### src/rtl/cal_pkg.sv
package cal_pkg;
   localparam int CAL_A_DOW  = 0;
   localparam int CAL_A_DATE = 1;
   localparam int CAL_A_MON  = 2;
   localparam int CAL_A_YEAR = 3;
   localparam int CAL_A_CENT = 4;

   // divisibility by 4 of a two-digit BCD value: 10*t + o == 2*t + o (mod 4)
   function automatic logic bcd_div4(input logic [7:0] v);
      logic [4:0] s;
      s = {3'b000, v[4], 1'b0} + {1'b0, v[3:0]};
      return (s[1:0] == 2'b00);
   endfunction

   // last date of a BCD month (5-bit month field)
   function automatic logic [5:0] bcd_month_last(input logic [4:0] mon, input logic leap);
      logic [5:0] r;
      case (mon)
         5'h02:                      r = leap ? 6'h29 : 6'h28;
         5'h04, 5'h06, 5'h09, 5'h11: r = 6'h30;
         default:                    r = 6'h31;
      endcase
      return r;
   endfunction
endpackage

### src/rtl/cal_bcd_field.sv
module cal_bcd_field #(
   parameter int W       = 8,
   parameter int MIN_VAL = 0,
   parameter int RST_VAL = 0
) (
   input  logic         clk,
   input  logic         rst_n,
   input  logic         step,
   input  logic         wr,
   input  logic [W-1:0] wdata,
   input  logic [W-1:0] limit,
   output logic [W-1:0] value,
   output logic         wrap
);
   localparam int HI_W = W - 4;

   generate
      if (W < 5 || W > 8) begin : g_bad_w
         $error("cal_bcd_field: W must be 5..8");
      end
   endgenerate

   logic [3:0]      lo;
   logic [HI_W-1:0] hi;
   logic [W-1:0]    inc;

   always_comb begin
      lo = value[3:0];
      hi = value[W-1:4];
      if (lo >= 4'd9) inc = {hi + HI_W'(1), 4'h0};
      else            inc = {hi, lo + 4'd1};
   end

   assign wrap = step && (value == limit);

   always_ff @(posedge clk) begin
      if (!rst_n)    value <= W'(RST_VAL);
      else if (wr)   value <= wdata;
      else if (step) value <= wrap ? W'(MIN_VAL) : inc;
   end

   // exact match with the limit returns the field to its minimum
   p_wrap_to_min_r10: assert property (@(posedge clk) disable iff (!rst_n)
      (step && !wr && value == limit) |=> (value == W'(MIN_VAL)));
   // idle cycles leave the field untouched
   p_hold_idle_r11: assert property (@(posedge clk) disable iff (!rst_n)
      (!step && !wr) |=> $stable(value));
   // a write lands the masked data
   p_load_r2: assert property (@(posedge clk) disable iff (!rst_n)
      wr |=> (value == $past(wdata)));
endmodule

### src/rtl/cal_dow.sv
module cal_dow #(
   parameter int DOW_W = 3,
   parameter int FIRST = 1,
   parameter int LAST  = 7
) (
   input  logic             clk,
   input  logic             rst_n,
   input  logic             step,
   input  logic             wr,
   input  logic [DOW_W-1:0] wdata,
   output logic [DOW_W-1:0] value
);
   generate
      if (LAST >= (1 << DOW_W) || FIRST > LAST) begin : g_bad_range
         $error("cal_dow: range does not fit DOW_W");
      end
   endgenerate

   always_ff @(posedge clk) begin
      if (!rst_n)    value <= DOW_W'(FIRST);
      else if (wr)   value <= wdata;
      else if (step) value <= (value == DOW_W'(LAST)) ? DOW_W'(FIRST) : value + DOW_W'(1);
   end

   // after the last weekday the count returns to the first
   p_dow_wrap_r3: assert property (@(posedge clk) disable iff (!rst_n)
      (step && !wr && value == DOW_W'(LAST)) |=> (value == DOW_W'(FIRST)));
   // a step from a value below the last adds exactly one
   p_dow_step_r3: assert property (@(posedge clk) disable iff (!rst_n)
      (step && !wr && value < DOW_W'(LAST)) |=> (value == $past(value) + DOW_W'(1)));
endmodule

### src/rtl/cal_month_end.sv
module cal_month_end #(
   parameter bit LEAP_GREGORIAN = 1'b1
) (
   input  logic [4:0] mon,
   input  logic [7:0] year,
   input  logic [7:0] century,
   output logic       leap,
   output logic [5:0] last_date
);
   import cal_pkg::*;

   logic leap_year_only;
   logic leap_greg;

   assign leap_year_only = bcd_div4(year);
   assign leap_greg      = (year == 8'h00) ? bcd_div4(century) : bcd_div4(year);

   generate
      if (LEAP_GREGORIAN) begin : g_greg
         assign leap = leap_greg;
      end else begin : g_simple
         assign leap = leap_year_only;
      end
   endgenerate

   assign last_date = bcd_month_last(mon, leap);

   // only February depends on the leap decision
   always_comb begin
      if (mon != 5'h02) a_leap_only_feb_r5: assert (last_date != 6'h29 && last_date != 6'h28);
   end
endmodule

### src/rtl/bcd_calendar.sv
module bcd_calendar #(
   parameter int DATA_W         = 8,
   parameter int ADDR_W         = 3,
   parameter bit HAS_CENTURY    = 1'b1,
   parameter bit LEAP_GREGORIAN = 1'b1
) (
   input  logic              clk,
   input  logic              rst_n,
   input  logic              day_tick,
   input  logic              wr_en,
   input  logic [ADDR_W-1:0] wr_addr,
   input  logic [DATA_W-1:0] wr_data,
   input  logic [ADDR_W-1:0] rd_addr,
   output logic [DATA_W-1:0] rd_data
);
   import cal_pkg::*;

   localparam int DOW_W  = 3;
   localparam int DATE_W = 6;
   localparam int MON_W  = 5;
   localparam int YR_W   = DATA_W;

   generate
      if (DATA_W != 8)                     begin : g_bad_data  $error("bcd_calendar: DATA_W must be 8"); end
      if (ADDR_W < 3)                      begin : g_bad_addr  $error("bcd_calendar: ADDR_W must be >= 3"); end
      if (LEAP_GREGORIAN && !HAS_CENTURY)  begin : g_bad_leap  $error("bcd_calendar: Gregorian rule needs a century register"); end
   endgenerate

   logic wr_dow, wr_date, wr_mon, wr_year;
   assign wr_dow  = wr_en && (wr_addr == ADDR_W'(CAL_A_DOW));
   assign wr_date = wr_en && (wr_addr == ADDR_W'(CAL_A_DATE));
   assign wr_mon  = wr_en && (wr_addr == ADDR_W'(CAL_A_MON));
   assign wr_year = wr_en && (wr_addr == ADDR_W'(CAL_A_YEAR));

   logic [DOW_W-1:0]  dow;
   logic [DATE_W-1:0] date;
   logic [MON_W-1:0]  mon;
   logic [YR_W-1:0]   year;
   logic [YR_W-1:0]   century;
   logic [DATE_W-1:0] last_date;
   logic              leap;
   logic              date_wrap, mon_wrap, year_wrap;
   logic              cbit;

   cal_dow #(.DOW_W(DOW_W), .FIRST(1), .LAST(7)) u_dow (
      .clk(clk), .rst_n(rst_n), .step(day_tick), .wr(wr_dow),
      .wdata(wr_data[DOW_W-1:0]), .value(dow));

   cal_month_end #(.LEAP_GREGORIAN(LEAP_GREGORIAN)) u_mend (
      .mon(mon), .year(year), .century(century), .leap(leap), .last_date(last_date));

   cal_bcd_field #(.W(DATE_W), .MIN_VAL(1), .RST_VAL(1)) u_date (
      .clk(clk), .rst_n(rst_n), .step(day_tick), .wr(wr_date),
      .wdata(wr_data[DATE_W-1:0]), .limit(last_date), .value(date), .wrap(date_wrap));

   cal_bcd_field #(.W(MON_W), .MIN_VAL(1), .RST_VAL(1)) u_mon (
      .clk(clk), .rst_n(rst_n), .step(date_wrap), .wr(wr_mon),
      .wdata(wr_data[MON_W-1:0]), .limit(5'h12), .value(mon), .wrap(mon_wrap));

   cal_bcd_field #(.W(YR_W), .MIN_VAL(0), .RST_VAL(0)) u_year (
      .clk(clk), .rst_n(rst_n), .step(mon_wrap), .wr(wr_year),
      .wdata(wr_data), .limit(8'h99), .value(year), .wrap(year_wrap));

   generate
      if (HAS_CENTURY) begin : g_cent
         logic wr_cent;
         logic cent_wrap;
         assign wr_cent = wr_en && (wr_addr == ADDR_W'(CAL_A_CENT));
         cal_bcd_field #(.W(YR_W), .MIN_VAL(0), .RST_VAL(0)) u_cent (
            .clk(clk), .rst_n(rst_n), .step(year_wrap), .wr(wr_cent),
            .wdata(wr_data), .limit(8'h99), .value(century), .wrap(cent_wrap));

         // the flag bit is left alone when a century register exists
         p_cbit_still_r8: assert property (@(posedge clk) disable iff (!rst_n)
            (year_wrap && !wr_mon) |=> $stable(cbit));
      end else begin : g_nocent
         assign century = '0;

         // a year wrap flips the flag bit
         p_cbit_toggle_r7: assert property (@(posedge clk) disable iff (!rst_n)
            (year_wrap && !wr_mon) |=> (cbit != $past(cbit)));
      end
   endgenerate

   always_ff @(posedge clk) begin
      if (!rst_n)                       cbit <= 1'b0;
      else if (wr_mon)                  cbit <= wr_data[DATA_W-1];
      else if (!HAS_CENTURY && year_wrap) cbit <= ~cbit;
   end

   always_comb begin
      case (rd_addr)
         ADDR_W'(CAL_A_DOW):  rd_data = {{(DATA_W-DOW_W){1'b0}}, dow};
         ADDR_W'(CAL_A_DATE): rd_data = {{(DATA_W-DATE_W){1'b0}}, date};
         ADDR_W'(CAL_A_MON):  rd_data = {cbit, {(DATA_W-MON_W-1){1'b0}}, mon};
         ADDR_W'(CAL_A_YEAR): rd_data = year;
         ADDR_W'(CAL_A_CENT): rd_data = century;
         default:             rd_data = '0;
      endcase
   end

   // a date wrap always lands on 01h
   p_date_restart_r4: assert property (@(posedge clk) disable iff (!rst_n)
      (date_wrap && !wr_date) |=> (date == 6'h01));
   // December wraps to January together with a year step
   p_mon_restart_r6: assert property (@(posedge clk) disable iff (!rst_n)
      (mon_wrap && !wr_mon) |=> (mon == 5'h01));
endmodule

### config.mk
export PLATFORM = sky130hd
export DESIGN_NAME = bcd_calendar
export DESIGN_NICKNAME = d
export VERILOG_FILES = /design/src/rtl/cal_pkg.sv /design/src/rtl/cal_bcd_field.sv /design/src/rtl/cal_dow.sv /design/src/rtl/cal_month_end.sv /design/src/rtl/bcd_calendar.sv
export SDC_FILE = /design/constraint.sdc
export NUM_CORES = 1
export LEC_CHECK = 0
export BUFFER_PORTS_ARGS = -buffer_cell sky130_fd_sc_hd__buf_2
export CAP_MARGIN = 30
export CELL_PAD_IN_SITES_DETAIL_PLACEMENT = 1
export CELL_PAD_IN_SITES_GLOBAL_PLACEMENT = 1
export CORE_MARGIN = 2
export CORE_UTILIZATION = 47
export CTS_CLUSTER_DIAMETER = 120
export DETAILED_ROUTE_END_ITERATION = 10
export GPL_TIMING_DRIVEN = 1
export PLACE_DENSITY = 0.82
export REMOVE_ABC_BUFFERS = 1
export SLEW_MARGIN = 20
export SYNTH_ARGS = -nofsm -noshare
export SYNTH_HDL_FRONTEND = slang
export SYNTH_SLANG_ARGS = --single-unit
### constraint.sdc
create_clock -name clk -period 6.05 [get_ports clk]
set_clock_uncertainty 0.05 [all_clocks]
set_input_delay 0 -clock clk [delete_from_list [all_inputs] [get_ports clk]]
set_output_delay 0 -clock clk [all_outputs]
set_load 0.01 [all_outputs]
### Yosys cells after proc, flatten, opt, wreduce, memory -nomap -nowiden

Cells that the tools add are included.

* $add $sub $neg: 11
* $lt $le $gt $ge: 4
* equality and inequality tests: 18
* muxes and demuxes: 23
* reductions and logical operators: 28

Operators with widths (count)
* 2-to-1 mux 8 bit: 8
* case mux 8 bit (5 select lines): 1
* adder 4 x 1 -> 4 bit, second input constant: 6
* 2-to-1 mux 6 bit: 4
* 2-to-1 mux 5 bit: 4
* == test 8 bit, second input constant: 2
* >= comparator 4 bit, second input constant: 4
* == test 3 x 2 -> 1 bit, second input constant: 4
* case mux 6 bit (2 select lines): 1
* nonzero test 3 bit: 4
* == test 5 x 3 -> 1 bit, second input constant: 2
* == test 5 bit, second input constant: 2
* nonzero test 2 bit: 5
* == test 3 bit, second input constant: 3
* logical AND 1 bit: 9
* 2-to-1 mux 3 bit: 3
* zero test 8 bit: 1
* AND reduction 2 bit: 4
* == test 3 x 1 -> 1 bit, second input constant: 2
* == test 6 bit: 1
* zero test 3 bit: 2
* == test 5 x 2 -> 1 bit, second input constant: 1
* == test 5 x 4 -> 1 bit, second input constant: 1
* adder 2 bit: 2
* 6 further kinds: 8

* register bits after elaboration: 31
* output and inout port bits: 8
* logic and storage cells: 94

### Logic depth before layout (Yosys ltp)

Gate-level depths: netlist of the first run.

* word-level depth: 13
* mapped depth: 11

### Cells and area by module

A second synthesis of the first run with hierarchy kept.

* cell total of the unflattened synthesis: 355
* area, all modules: 2874.0 sq um

By module, submodules not included
* cal_bcd_field (g_cent.u_cent ...): times used 2, cells an instance 76, area each 631.9 sq um, seq. area each 160.2 sq um
* cal_bcd_field (u_date): times used 1, cells an instance 68, area each 519.2 sq um, seq. area each 120.1 sq um
* cal_bcd_field (u_mon): times used 1, cells an instance 51, area each 417.9 sq um, seq. area each 100.1 sq um
* bcd_calendar: times used 1, cells an instance 47, area each 359.1 sq um, seq. area each 20.0 sq um
* cal_dow: times used 1, cells an instance 15, area each 173.9 sq um, seq. area each 60.1 sq um
* cal_month_end: times used 1, cells an instance 22, area each 140.1 sq um, seq. area each 0.0 sq um

### Least setup slack after synthesis of the first run

OpenSTA, ideal clock, no wires.

* path type: register to register
* start point: reg u_mon.value[0]
* end point: reg g_cent.u_cent.value[6]
* setup time: 0.117 ns
* arrival time: 2.336 ns
* required time: 5.883 ns
* setup slack: 3.547 ns
* cell stages (with the launch flop): 11
* buffers on the path: 1
* clock period less this slack: 2.503 ns
* cells stage by stage: dfxtp_1 > inv_1 > ha_1 > nand3b_2 > or3b_4 > a2111oi_4 > nand4_2 > buf_6 > o211ai_4 > o21ai_1 > a32o_1

* cells in the longest elaborated chain, start to end: 11
* elaborated cells between the ends (all ways): 19
* those cells by class: 7 x eq/ne; 4 x mux; 8 x reduce/logical

RTL lines
* from (decl): line cal_bcd_field.sv:12 `output logic [W-1:0] value,`
* from (signal assigned): line cal_bcd_field.sv:37 `if (!rst_n) value <= W'(RST_VAL);`
* from (signal assigned): line cal_bcd_field.sv:38 `else if (wr) value <= wdata;`
* from (signal assigned): line cal_bcd_field.sv:39 `else if (step) value <= wrap ? W'(MIN_VAL) : inc;`
* == test 5 x 3 -> 1 bit (tied with other cells): line cal_pkg.sv:18 `case (mon)`
* OR reduction 4 bit: line cal_pkg.sv:18
* case mux 6 bit (2 select lines): line cal_pkg.sv:18
* == test 6 bit: line cal_bcd_field.sv:34 `assign wrap = step && (value == limit);`
* logical AND 1 bit: line cal_bcd_field.sv:34
* logical AND 1 bit * (2 in a row): line cal_bcd_field.sv:34
* logical AND 1 bit: line cal_bcd_field.sv:34
* 2-to-1 mux 8 bit (2 in a row): line cal_bcd_field.sv:39
* 2-to-1 mux 8 bit: line cal_bcd_field.sv:38
* to (signal assigned): line cal_bcd_field.sv:37
* to (signal assigned): line cal_bcd_field.sv:38
* to (signal assigned): line cal_bcd_field.sv:39
* to (decl): line cal_bcd_field.sv:12

Every way passes the cells marked *; elsewhere a longest branch is shown, timed or not. The select of a mux whose other input is x is not followed.
A chain may end at the register's enable or synchronous reset.

### Worst setup path in the final report of the first run

* start point: reg u_year.value[4]
* end point: reg u_year.value[3]

* cells in the longest elaborated chain, start to end: 12
* elaborated cells between the ends (all ways): 15
* those cells by class: 1 x add/sub; 2 x eq/ne; 6 x mux; 6 x reduce/logical

RTL lines
* from (decl): line cal_bcd_field.sv:12
* from (signal assigned): line cal_bcd_field.sv:37
* from (signal assigned): line cal_bcd_field.sv:38
* from (signal assigned): line cal_bcd_field.sv:39
* adder 2 bit: line cal_pkg.sv:11 `s = {3'b000, v[4], 1'b0} + {1'b0, v[3:0]};`
* zero test 2 bit
* 2-to-1 mux 1 bit: line cal_month_end.sv:16 `assign leap_greg = (year == 8'h00) ? bcd_div4(century) : bcd_div4(year);`
* 2-to-1 mux 1 bit: line cal_pkg.sv:19 `5'h02: r = leap ? 6'h29 : 6'h28;`
* case mux 6 bit (2 select lines): line cal_pkg.sv:18
* == test 6 bit: line cal_bcd_field.sv:34
* logical AND 1 bit (3 in a row): line cal_bcd_field.sv:34
* 2-to-1 mux 8 bit (2 in a row): line cal_bcd_field.sv:39
* 2-to-1 mux 8 bit: line cal_bcd_field.sv:38

Parallel ways exist; a longest one is shown, timed or not. The select of a mux whose other input is x is not followed.

==> results of run 1 <==
worst max-delay path, stage by stage (launching register included):
cell and delay (ns):
dfxtp_1 0.39, inv_1 0.12, ha_1 0.14, nor4bb_1 0.45, a22o_1 0.24, a21oi_1 0.08
o21ai_1 0.33, nand3_1 0.49, nor2_2 0.41, a2bb2oi_1 0.22, a21oi_1 0.08
timing repair:
action / 4_1_cts / 5_1_grt
hold buffers: 6 / 0
resized for setup: 0 / 0
hold endpoints to repair: 9 / 0
cell families after synthesis:
group,count (synthesis),synth area share
AND/OR/NAND/NOR,130,0.2637
AO/OA/AOI/OAI,91,0.2451
buffers and inverters,34,0.05637
flip-flops,31,0.2431
adder cells (fa/ha/maj),20,0.09804
multiplexers,15,0.05931
XOR/XNOR,10,0.03431
stage by stage:
step / hold slack, ns / std cells / power [mW] / instance area (um^2)
6_report: 0.003008 / 422 / 0.5018 / 2841
4_1_cts: 0.007024 / 422 / 0.5034 / 2841
5_1_grt: 0.01068 / 422 / 0.5240 / 2841
3_3_place_gp: 0.2630 / 408 / 0.3085 / 2681
3_5_place_dp: 0.2673 / 408 / 0.3110 / 2681
2_1_floorplan: 0.01194 / 313 / 0.2748 / 2469
cell usage in the layout, fill, tap and decap left out, types with 4 or more instances in the layout:
cell type       n
a21oi_1        23
mux2i_1        14
nand4_1         9
nor2b_1         4
buf_2          25
dlygate4sd3_1   6
xor2_1          6
a31oi_1         9
and2_1          4
ha_1           20
nand3_1        24
a2bb2oi_1       4
dfxtp_1        31
nand2_1        33
inv_1          15
o21ai_0        17
o22ai_1         6
nor2_1         25
clkbuf_8        7
xnor2_1         4
nor3_1          5
synthesized netlist by cell type (4+ instances only):
cell and n:
clkbuf_1 14, xnor2_1 4, dfxtp_1 31, ha_1 20, nor2_1 25, nand2_1 33
nand4_1 9, o21ai_0 17, a31oi_1 9, nand3_1 24, mux2i_1 14, a21oi_1 23
and2_1 4, nor2b_1 4, xor2_1 6, a2bb2oi_1 4, inv_1 15, o22ai_1 6
nor3_1 5
registers in the layout, indices dropped and copies added, names as in the netlist:
| signal | flops |
|---|---|
| u_date.value | 6 |
| g_cent.u_cent.value | 8 |
| u_year.value | 8 |
| u_dow.value | 3 |
| u_mon.value | 5 |
| cbit | 1 |
routing by layer:
metal  vias to the layer above  wire, um  global-route usage
li1                       1250         -                   -
met1                      1254      3684              0.3815
met2                        74      3928              0.4664
met3                         9       565             0.05581
met4                         0       144             0.08929
met5                         -         0                   0
path summary, 6_finish.rpt:
kind | startpoint | endpoint | slack, ns | cells past startpoint
setup / recovery | u_year.value[4]$_SDFFE_PN0P_ | u_year.value[3]$_SDFFE_PN0P_ | 2.92 | 10
hold / removal | wr_data[1] | u_mon.value[1]$_SDFFE_PN0P_ | 0.003 | 3
setup reg to reg | u_year.value[4]$_SDFFE_PN0P_ | u_year.value[3]$_SDFFE_PN0P_ | 2.92 | 10
hold reg to reg | cbit$_SDFFE_PN0P_ | cbit$_SDFFE_PN0P_ | 0.47 | 2
where the power goes:
part	internal [mW]	total, mW	switching [mW]
Clock	0.104	0.190	0.0863
Sequential	0.212	0.227	0.0152
Combinational	0.0340	0.0841	0.0502
area by class of cell:
class	count	area, um^2
timing repair buffer	31	185.2
clock buffer	8	100.1
tap	70	87.58
fill	674	2331
multi-input combinational	266	1788
inverter	16	60.06
sequential	31	620.6
==> flow_metrics.env, run 1 <==
export IMPL_endpoint_kind="flop"
export IMPL_start_util=0.4935
export IMPL_setup_worst_path_start_class="flop"
export IMPL_place_gp_congestion=0.9123
export IMPL_synthTopCellsByArea="dfxtp_1 24%, ha_1 9.8%, mux2i_1 5.5%"
export IMPL_synth_cell_types=63
export IMPL_syn_area_mm2=0.002552
export IMPL_io_pins=26
export IMPL_hp_class="primary input to flop"
export IMPL_ant_nets=0
export IMPL_num_vias=2587
export IMPL_grt_max_degree=18
export IMPL_cts_clk_slew_worst_paths_ns=0.08
export IMPL_wl_per_cell_um=19.72
export IMPL_drc=0
export IMPL_io_buffers=25
export IMPL_ys_seq_area_frac=0.2431
export IMPL_clk_latency_ns=0.30
export IMPL_required_ns=6.17
export IMPL_cts_max_path_buffers=2
export IMPL_synthFlopType="dfxtp_1"
export IMPL_cts_tree="built"
export IMPL_die_area_mm2=0.006037
export IMPL_area_growth_pct=11.32
export IMPL_nNetsFinal=389
export IMPL_fin_ws_ns=2.917
export IMPL_ys_seq_elements=31
export IMPL_rsz0062_at_grt="false"
export IMPL_slew_violations=0
export IMPL_placementRows=26
export IMPL_fin_crit_sh=0.5178
export IMPL_arrival_ns=3.26
export IMPL_die_y_um=77.70
export IMPL_grt_overflow=0
export IMPL_cap_violations=0
export IMPL_p_per_area_mw_per_mm2=176.6
export IMPL_grt_first_pass_wirelength_um=13460
export IMPL_clock_root_buffer="clkbuf_8"
export IMPL_tightestPinTransition_ns=0.8546
export IMPL_netlist_instances=331
export IMPL_grt_util_all_layers=0.2866
export IMPL_fin_tns_setup_ns=0
export IMPL_relSlewSlack=0.4282
export IMPL_outcome="complete, no violations"
export IMPL_postCtsSetupRepairBufs=0
export IMPL_pre_cts_ws_ns=3.029
export IMPL_fin_crit_ns=3.133
export IMPL_wl_um=8322
export IMPL_synth_top_cell_by_area="dfxtp_1"
export IMPL_htreeDepth=2
export IMPL_drive_gt1_frac=0.1307
export IMPL_antenna_found_initial=0
export IMPL_peakVddDrop_v=0.0001014
export IMPL_synthArstFlopShare=0
export IMPL_core_area_mm2=0.005172
export IMPL_drt_pass1_iterations=4
export IMPL_synth_top_area_frac=0.2431
export IMPL_cts_buffers=5
export IMPL_synth_edf_count=0
export IMPL_n_antenna_cell=0
export IMPL_clkSinkCount=31
export IMPL_viasPerCell=6.130
export IMPL_finalSetupViolCount=0
export IMPL_grt_pass1_vias=2587
export IMPL_fp_dieW_um=77.70
export IMPL_hold_viol_final=0
export IMPL_drt_iter0_markers=151
export IMPL_final_util=0.5493
export IMPL_p_leak_nw=1.136
export IMPL_dp_hpwl_um=5949
export IMPL_ys_warn_count=0
export IMPL_avgSynthCellArea_um2=7.711
export IMPL_fmax_mhz=319.2
export IMPL_crit_fanout=12
export IMPL_crit_type="flop to flop"
Power figures use the tool's default switching activity.
==> run 2, diff against run 1 <==
--- a/config.mk
+++ b/config.mk
@@ -10,11 +10,11 @@
 export CELL_PAD_IN_SITES_DETAIL_PLACEMENT = 1
 export CELL_PAD_IN_SITES_GLOBAL_PLACEMENT = 1
 export CORE_MARGIN = 2
-export CORE_UTILIZATION = 47
+export CORE_UTILIZATION = 44
 export CTS_CLUSTER_DIAMETER = 120
 export DETAILED_ROUTE_END_ITERATION = 10
 export GPL_TIMING_DRIVEN = 1
-export PLACE_DENSITY = 0.82
+export PLACE_DENSITY = 0.77
 export REMOVE_ABC_BUFFERS = 1
 export SLEW_MARGIN = 20
 export SYNTH_ARGS = -nofsm -noshare
==> constraint.sdc (replaced) <==
create_clock -name clk -period 3 [get_ports clk]
set_clock_uncertainty 0.05 [all_clocks]
set_input_delay 0 -clock clk [delete_from_list [all_inputs] [get_ports clk]]
set_output_delay 0 -clock clk [all_outputs]
set_load 0.01 [all_outputs]
==> run 2 against run 1 <==
Net effect:
- core utilization down 2.2 points
- global-route usage down 0.36 points
- combinational power up 110%
- sequential power up 100%
- maximum frequency up 9.1%
- non-clock buffer count up 7
- cell count up 2.1%
- die area up 6.5%
- setup slack worse by 2.8 ns
- clock-buffer cell count down 2
- sequential share of layout area down 0.60 points
- via count up 2.2%
- largest power group unchanged
==> flow_metrics.env, run 2 (synthesized netlist as in run 1, its figures left out) <==
export IMPL_outcome="complete, no violations"
export IMPL_hp_class="primary input to flop"
export IMPL_finalSetupViolCount=0
export IMPL_placed_cells=419
export IMPL_grt_max_degree=18
export IMPL_io_buffers=25
export IMPL_tightestPinTransition_ns=0.8093
export IMPL_viasPerCell=6.137
export IMPL_area_growth_pct=14.46
export IMPL_wl_um=8416
export IMPL_top_regs="g_cent.u_cent.value x8, u_year.value x8, u_date.value x6"
export IMPL_path_buf_inv=2
export IMPL_core_area_mm2=0.005540
export IMPL_mostFrequentLayoutCell="nand2_1"
export IMPL_drt_iter0_markers=193
export IMPL_cts_max_path_buffers=2
export IMPL_cp_cell_sequence="inv_1 > ha_1 > nand3b_2 > or3b_4 > a2111oi_4 > nand3_1 > buf_4 > a221oi_1 > a211oi_1"
export IMPL_peakVddDrop_v=0.0001838
export IMPL_critPathMaxStageDelay_ns=0.43
export IMPL_cts_tree="built"
export IMPL_die_area_mm2=0.006426
export IMPL_antenna_found_initial=0
export IMPL_grt_overflow=0
export IMPL_clock_root_buffer="clkbuf_8"
export IMPL_clkSinkCount=31
export IMPL_final_cell_mix="33 x nand2_1, 31 x dfxtp_1, 25 x nor2_1, 25 x buf_2, 24 x nand3_1"
export IMPL_grt_pass1_vias=2734
export IMPL_die_y_um=80.17
export IMPL_start_util=0.4607
export IMPL_fin_crit_ns=2.871
export IMPL_p_per_area_mw_per_mm2=369.8
export IMPL_cap_violations=0
export IMPL_ant_nets=0
export IMPL_path_delay_family="simple AND/OR/NAND/NOR gates"
export IMPL_fmax_mhz=348.3
export IMPL_drc=0
export IMPL_fin_tns_setup_ns=0
export IMPL_endpoint_kind="flop"
export IMPL_cts_clk_slew_worst_paths_ns=0.07
export IMPL_arrival_ns=2.97
export IMPL_placementRows=27
export IMPL_n_antenna_cell=0
export IMPL_wl_per_cell_um=19.53
export IMPL_crit_type="flop to flop"
export IMPL_io_pins=26
export IMPL_p_leak_nw=1.182
export IMPL_slew_violations=0
export IMPL_crit_fanout=7
export IMPL_drive_gt1_frac=0.1560
export IMPL_fin_crit_sh=0.9571
export IMPL_hold_slack_ns=0.007311
export IMPL_rsz0062_at_grt="true"
export IMPL_fin_total_pwr_mw=1.081
export IMPL_hold_viol_final=0
export IMPL_stdcell_count=431
export IMPL_relSlewSlack=0.4585
export IMPL_num_vias=2645
export IMPL_clk_latency_ns=0.29
export IMPL_cts_buffers=5
export IMPL_setup_worst_path_start_class="flop"
export IMPL_required_ns=3.10
export IMPL_grt_first_pass_wirelength_um=14080
export IMPL_crit_slowest_cell="a2111oi_4"
export IMPL_fp_dieW_um=80.17
export IMPL_place_gp_congestion=0.8752
export IMPL_htreeDepth=2
export IMPL_nNetsFinal=396
export IMPL_grt_util_all_layers=0.2830
export IMPL_dp_hpwl_um=6272
export IMPL_drt_pass1_iterations=4
-- run 2: cell types whose count changed in the layout (fill, tap and decap cells not counted), sizes merged --
| cell | previous run | this run |
|---|---|---|
| buf | 25 | 34 |
| clkbuf | 8 | 6 |
| dlygate4sd3 | 6 | 4 |
| bufinv | 0 | 1 |
| clkinv | 1 | 2 |
-- run 2: final cells by class --
cell class,count,area (um^2)
timing repair buffer,38,232.7
multi-input combinational,266,1800
tap,72,90.09
clock inverter,2,35.03
sequential,31,620.6
fill,714,2619
inverter,16,60.06
clock buffer,6,82.58
-- run 2: per-layer routing --
metal,track usage,vias to the layer above,wire [um]
met1,0.3661,1299,3630
met4,0.07966,0,131
met5,0,-,0
met3,0.04382,16,418
met2,0.4850,63,4236
li1,-,1267,-
-- run 2: what timing repair did --
action,in CTS,in global routing
setup endpoints to repair,0,2
hold buffers,4,0
hold endpoints to repair,4,0
resized for setup,0,2
buffers inserted,0,0
-- run 2: worst min-delay path, stage by stage --
cell      delay [ns]
buf_2           0.15
nand2_1         0.07
o211ai_1        0.08
-- run 2: stage by stage --
| stage | utilization | cell area (um^2) | worst slack (ns) |
|---|---|---|---|
| 6_report | 0.5273 | 2922 | 0.1286 |
| 5_1_grt | 0.5273 | 2922 | -0.02419 |
| 4_1_cts | 0.5251 | 2909 | 0.1826 |
| 3_5_place_dp | 0.4966 | 2751 | 0.2110 |
| 3_3_place_gp | 0.4966 | 2751 | 0.3553 |
| 2_1_floorplan | - | 2469 | 0.3917 |
-- run 2: worst paths after layout --
check	start	endpoint	slack (ns)	cells after the start
max	u_mon.value[0]$_SDFFE_PN1P_	u_date.value[4]$_SDFFE_PN0P_	0.13	9
min	wr_data[0]	u_date.value[0]$_SDFFE_PN1P_	0.007	3
max reg2reg	u_mon.value[0]$_SDFFE_PN1P_	u_date.value[4]$_SDFFE_PN0P_	0.13	9
min reg2reg	cbit$_SDFFE_PN0P_	cbit$_SDFFE_PN0P_	0.45	2
-- run 2: report_power, final --
group	total [mW]	switching, mW	internal [mW]
logic	0.177	0.106	0.0704
clock network	0.449	0.180	0.269
registers	0.455	0.0275	0.428
